**config.mk**
```make
export PLATFORM = sky130hd
export DESIGN_NAME = seg7_decoder
export DESIGN_NICKNAME = d
export VERILOG_FILES = /design/src/rtl/seg7_pkg.sv /design/src/rtl/seg7_glyph_map.sv /design/src/rtl/seg7_out_stage.sv /design/src/rtl/seg7_decoder.sv
export SDC_FILE = /design/constraint.sdc
export NUM_CORES = 1
export LEC_CHECK = 0
export BUFFER_PORTS_ARGS = -buffer_cell sky130_fd_sc_hd__buf_2
export CORE_UTILIZATION = 24
export CTS_CLUSTER_SIZE = 16
export DETAILED_ROUTE_END_ITERATION = 12
export GPL_ROUTABILITY_DRIVEN = 0
export SLEW_MARGIN = 20
export SYNTH_ARGS = -nofsm -noshare
export SYNTH_HDL_FRONTEND = slang
export SYNTH_SLANG_ARGS = --single-unit
```
**constraint.sdc**
```tcl
create_clock -name clk_i -period 1.65 [get_ports clk_i]
set_input_delay 0.165 -clock clk_i [delete_from_list [all_inputs] [get_ports clk_i]]
set_output_delay 0.165 -clock clk_i [all_outputs]
set_load 0.1 [all_outputs]
```
**src/rtl/seg7_pkg.sv**
```systemverilog
package seg7_pkg;
  localparam int unsigned CODE_W = 4;
  localparam int unsigned SEG_N  = 7;
  localparam int unsigned SEG_A  = SEG_N - 1;
  localparam int unsigned SEG_D  = SEG_N - 4;

  typedef logic [CODE_W-1:0] code_t;
  typedef logic [SEG_N-1:0]  seg_t;

  localparam seg_t SEG_DARK = '0;

  // bit order: a b c d e f g
  function automatic seg_t glyph(code_t c);
    unique case (c)
      4'd0:  glyph = 7'b111_1110;
      4'd1:  glyph = 7'b011_0000;
      4'd2:  glyph = 7'b110_1101;
      4'd3:  glyph = 7'b111_1001;
      4'd4:  glyph = 7'b011_0011;
      4'd5:  glyph = 7'b101_1011;
      4'd6:  glyph = 7'b001_1111;
      4'd7:  glyph = 7'b111_0000;
      4'd8:  glyph = 7'b111_1111;
      4'd9:  glyph = 7'b111_0011;
      4'd10: glyph = 7'b000_1101;
      4'd11: glyph = 7'b001_1001;
      4'd12: glyph = 7'b010_0011;
      4'd13: glyph = 7'b100_1011;
      4'd14: glyph = 7'b000_1111;
      default: glyph = SEG_DARK;
    endcase
  endfunction
endpackage

```
**src/rtl/seg7_glyph_map.sv**
```systemverilog
module seg7_glyph_map
  import seg7_pkg::*;
(
  input  code_t code_i,
  output seg_t  seg_o
);
  always_comb seg_o = glyph(code_i);
endmodule

```
**src/rtl/seg7_out_stage.sv**
```systemverilog
module seg7_out_stage
  import seg7_pkg::*;
#(
  parameter bit REG_OUT = 1'b1
) (
  input  logic clk_i,
  input  logic rst_ni,
  input  seg_t d_i,
  output seg_t q_o
);
  generate
    if (REG_OUT) begin : g_reg
      seg_t q_r;
      always_ff @(posedge clk_i or negedge rst_ni) begin
        if (!rst_ni) q_r <= SEG_DARK;
        else         q_r <= d_i;
      end
      assign q_o = q_r;
    end else begin : g_bypass
      // clk_i and rst_ni are unused in this variant
      assign q_o = d_i;
    end
  endgenerate
endmodule

```
**src/rtl/seg7_decoder.sv**
```systemverilog
module seg7_decoder
  import seg7_pkg::*;
#(
  parameter bit REG_OUT = 1'b1
) (
  input  logic              clk_i,
  input  logic              rst_ni,
  input  logic [CODE_W-1:0] code_i,
  output logic [SEG_N-1:0]  seg_o,
  output logic [SEG_N-1:0]  seg_q_o
);
  seg_t seg_w;

  seg7_glyph_map u_map (
    .code_i (code_i),
    .seg_o  (seg_w)
  );

  seg7_out_stage #(.REG_OUT(REG_OUT)) u_out (
    .clk_i  (clk_i),
    .rst_ni (rst_ni),
    .d_i    (seg_w),
    .q_o    (seg_q_o)
  );

  assign seg_o = seg_w;
endmodule

```
Word-level counts from Yosys, hierarchy flattened
Memory sizes are Yosys's and may differ from the RTL's.
Index checks and enable logic that the tools add are counted.
- bits in read-only memories: 112
- memories: 1
- register bits after elaboration: 7
- memory list (memory ; depth ; width ; read ports ; clocked after memory_dff ; write ports ; RTL line ; text):
    (no name shown) ; 16 ; 7 ; 1 ; 0 ; 0 ; seg7_pkg.sv:14 ; unique case (c)

Logic depth before layout (Yosys ltp)
An unclocked memory read counts as a cell.
- depth in word-level cells: 1
- gate-level depth with buffers: 5
- mapped depth without buffers: 5

Modules after synthesis
From an unflattened synthesis, not the netlist that was laid out.
- cell total of the unflattened synthesis: 33
- area total of the unflattened synthesis: 372.9 um2
- by module, submodules not included (module ; cells each ; times used ; area each (um2) ; sequential area each (um2)):
    seg7_glyph_map ; 26 ; 1 ; 197.7 ; 0.0
    seg7_out_stage ; 7 ; 1 ; 175.2 ; 175.2

Worst setup path before layout
OpenSTA, ideal clock, no wires.
- path kind: input to register
- start point: input port code_i[0]
- end point: register u_out.g_reg.q_r[5] (netlist: u_out.q_o[5])
- data arrival time: 2.113 ns
- cell stages on the path: 5
- setup time: 0.287 ns
- setup slack: -0.749 ns
- path through: inv_1 ha_1 inv_1 mux2i_1 a21oi_1
- longest elaborated chain between the ends: 1
- ends and longest elaborated chain (what ; RTL line ; text):
    start, declared ; seg7_decoder.sv:8 ; input logic [CODE_W-1:0] code_i,
    $mem_v2 Z16 W7 ; n/a ;
    net seg_o[5] ; seg7_decoder.sv:9 ; output logic [SEG_N-1:0] seg_o,
    end signal, assigned ; seg7_out_stage.sv:16 ; else q_r <= d_i;
    end, declared ; seg7_out_stage.sv:13 ; seg_t q_r;
The timed path passes the listed nets, and every way through them passes these cells.

Worst setup path after layout
- start point: input port code_i[0]
- end point: output port seg_o[5]
- longest elaborated chain between the ends: 1
- ends and longest elaborated chain (what ; RTL line):
    $mem_v2 Z16 W7 ; n/a
    end, declared ; seg7_decoder.sv:9
No other way between the ends.

==> results.cfg <==
[clock_network]
cts_sinks = 7
cts-buffers-inserted = 3
cts_tree = built
cts_root_buf = clkbuf_4
htreeDepth = 1
clockBufferDepth = 2
clk_pin_slew_ns = 0.05
cts_setup_buffers = 0

[synth]
synth_top_cell_by_area = dfrtp_1
syn_inst = 33
syn-cell-area_um2 = 370.4
async_flop_share = 1.000
syn_nets = 43
synth.most_common_cell = dfrtp_1
ys_ff_latch = 7
yosysSeqAreaShare = 0.4730
synth_top_area_frac = 0.4730
synth_edf_count = 0
synth.distinct_cells = 15
synth_common_cells = dfrtp_1, inv_1, ha_1, mux2i_1
ys.warnings.count = 0
synth_area_leaders = dfrtp_1, ha_1, mux2i_1
synth-main-ff-cell = dfrtp_1
avgSynthCellArea_um2 = 11.22

[global_route]
grt_max_degree = 9
grt_usage = 0.1081
grt_pass1_wl_um = 1131
grt_pass1_vias = 265
grt_antenna_before_repair = 0
grt.overflow.total = 0

[layout]
largest_reg_flops = 7
seq_area_um2 = 175.2
final_nets = 66
stdcell_count = 70
n_antenna_cell = 0
syn_to_final_growth_pct = 61.49
drive_above_1_share = 0.5455
fillers = 139
final_cell_area_um2 = 598.1
multi_input_area_um2 = 178.9

[power_and_ir_drop]
swShare = 0.4802
seqPwrFrac = 0.272
comb_power_share = 0.518
peakVddDrop_v = 0.0003146
p_int_uw = 362.0
p_clk_frac = 0.210
p_per_area_nw_per_um2 = 1164
p_leak_nw = 0.3045
power.net_switching_uw = 334.4

[route]
drt_pass1_iterations = 1
vias = 304
drc_errors = 0
routed.top_layer = met4
drtAntennaViolNets = 0
wl_met1_um = 263
detail_route.wl_per_cell_um = 9.757
drtIter0Drc = 0
wl_met2_um = 355
dr_wl_met3_um = 53
drt_wl_total_um = 683
vias_per_cell = 4.343

[floorplanning]
die_w_um = 41.28
dieHeight_um = 41.28
io_pins = 20
initial_core_util = 0.2711
rows = 13
coreArea_um2 = 1366
dieArea_um2 = 1704

[worst_setup_path]
critPathMaxStageDelay_ns = 0.28
crit_chain = buf_2 > inv_1 > ha_1 > inv_1 > mux2i_1 > a21oi_2 > buf_12
critical_path.max_fanout = 4
worstSetupPathType = input pin to output pin
cp_common_cell = inv_1
cp_slowest_cell = ha_1
required_ns = 1.48
critical_path.top_delay_family = buffers and inverters
crit_path_start_kind = input pin
crit_buf_inv = 4
endpoint_kind = output pin
worst-endpoint-arrival_ns = 1.23

[timing]
max_slew_margin = 0.6791
max_freq_ghz = 0.7156
final.period_utilization = 0.8469
rsz0062_at_grt = no
hold_violations = 0
maxSlewViolCount = 0
setup_viol = 0
setup_ws_ns = 0.2526
worst_pin_slew_ns = 0.4847
finalCriticalPeriod_ns = 1.397
fin_tns_setup_ns = 0

[place]
numPortBuffers = 19
dpl_cell_area_um2 = 561.8
dp_hpwl_um = 607.3
dp_cells = 65
pre_cts_slack_ns = 0.2372

[worst_hold_path]
hold_path.class = input pin to flop

[outcome]
outcome = finished clean

[run]
max_cap_violations = 0
-- metrics by stage --
step,hold WS [ns],total power [mW],utilization
floorplan,-0.1306,0.4667,-
global placement,-0.003630,0.5503,0.4112
detailed placement,-0.0001548,0.5538,0.4112
CTS,0.2400,0.7059,0.4377
global route,0.2689,0.7332,0.4377
finish,0.2417,0.6964,0.4377
-- worst paths after layout --
check	depth (start not counted)	end	slack, ns	start
worst min-delay path	2	u_out.q_o[0]	0.24	code_i[2]
min in group asynchronous	2	u_out.q_o[1]	0.28	rst_ni
max in group asynchronous	2	u_out.q_o[5]	1.22	rst_ni
worst max-delay path	7	seg_o[5]	0.25	code_i[0]
-- metal layers --
layer  vias to the layer above  global-route usage
li1                        152                   -
met5                         -                   0
met2                        15              0.1563
met3                         2             0.01630
met4                         0              0.1210
met1                       135              0.1262
-- area by class of cell --
cell class              count  area share
repair buffers             20      0.3013
multi-input cells          19      0.2992
flip-flops and latches      7      0.2929
clock buffers               4     0.04393
inverters                   5     0.03138
well taps                  15     0.03138
-- kinds of logic (layout without fill, tap and decap cells) --
family,count (synthesis),count (layout),synth area share
compound gates,6,6,0.09799
fa+ha+maj,4,4,0.1351
buf+inv,7,29,0.09458
flops,7,7,0.4730
mux,5,5,0.1486
simple gates,4,4,0.05065
-- power groups by stage --
stage               registers [mW]  clock network, mW  logic, mW
floorplan                    0.304                  0      0.162
global placement             0.192                  0      0.359
detailed placement           0.192                  0      0.362
CTS                          0.189              0.153      0.364
global route                 0.191              0.166      0.376
finish                       0.189              0.146      0.361
-- cells in the final DEF, fill, tap and decap left out, drive strengths merged --
| cell type | n |
|---|---|
| a21o | 1 |
| a21oi | 2 |
| buf | 19 |
| clkbuf | 4 |
| dfrtp | 7 |
| dlygate4sd3 | 1 |
| ha | 4 |
| inv | 5 |
| mux2 | 1 |
| mux2i | 4 |
| nand2 | 2 |
| nor2 | 1 |
| nor3 | 1 |
| o21ai | 3 |
-- repair_timing --
| item | 4_1_cts | 5_1_grt |
|---|---|---|
| resized for setup | 0 | 0 |
| hold buffers | 1 | 0 |
| hold endpoints to repair | 7 | 0 |
| endpoints found under the setup margin | 0 | 0 |
Power figures use the tool's default switching activity.
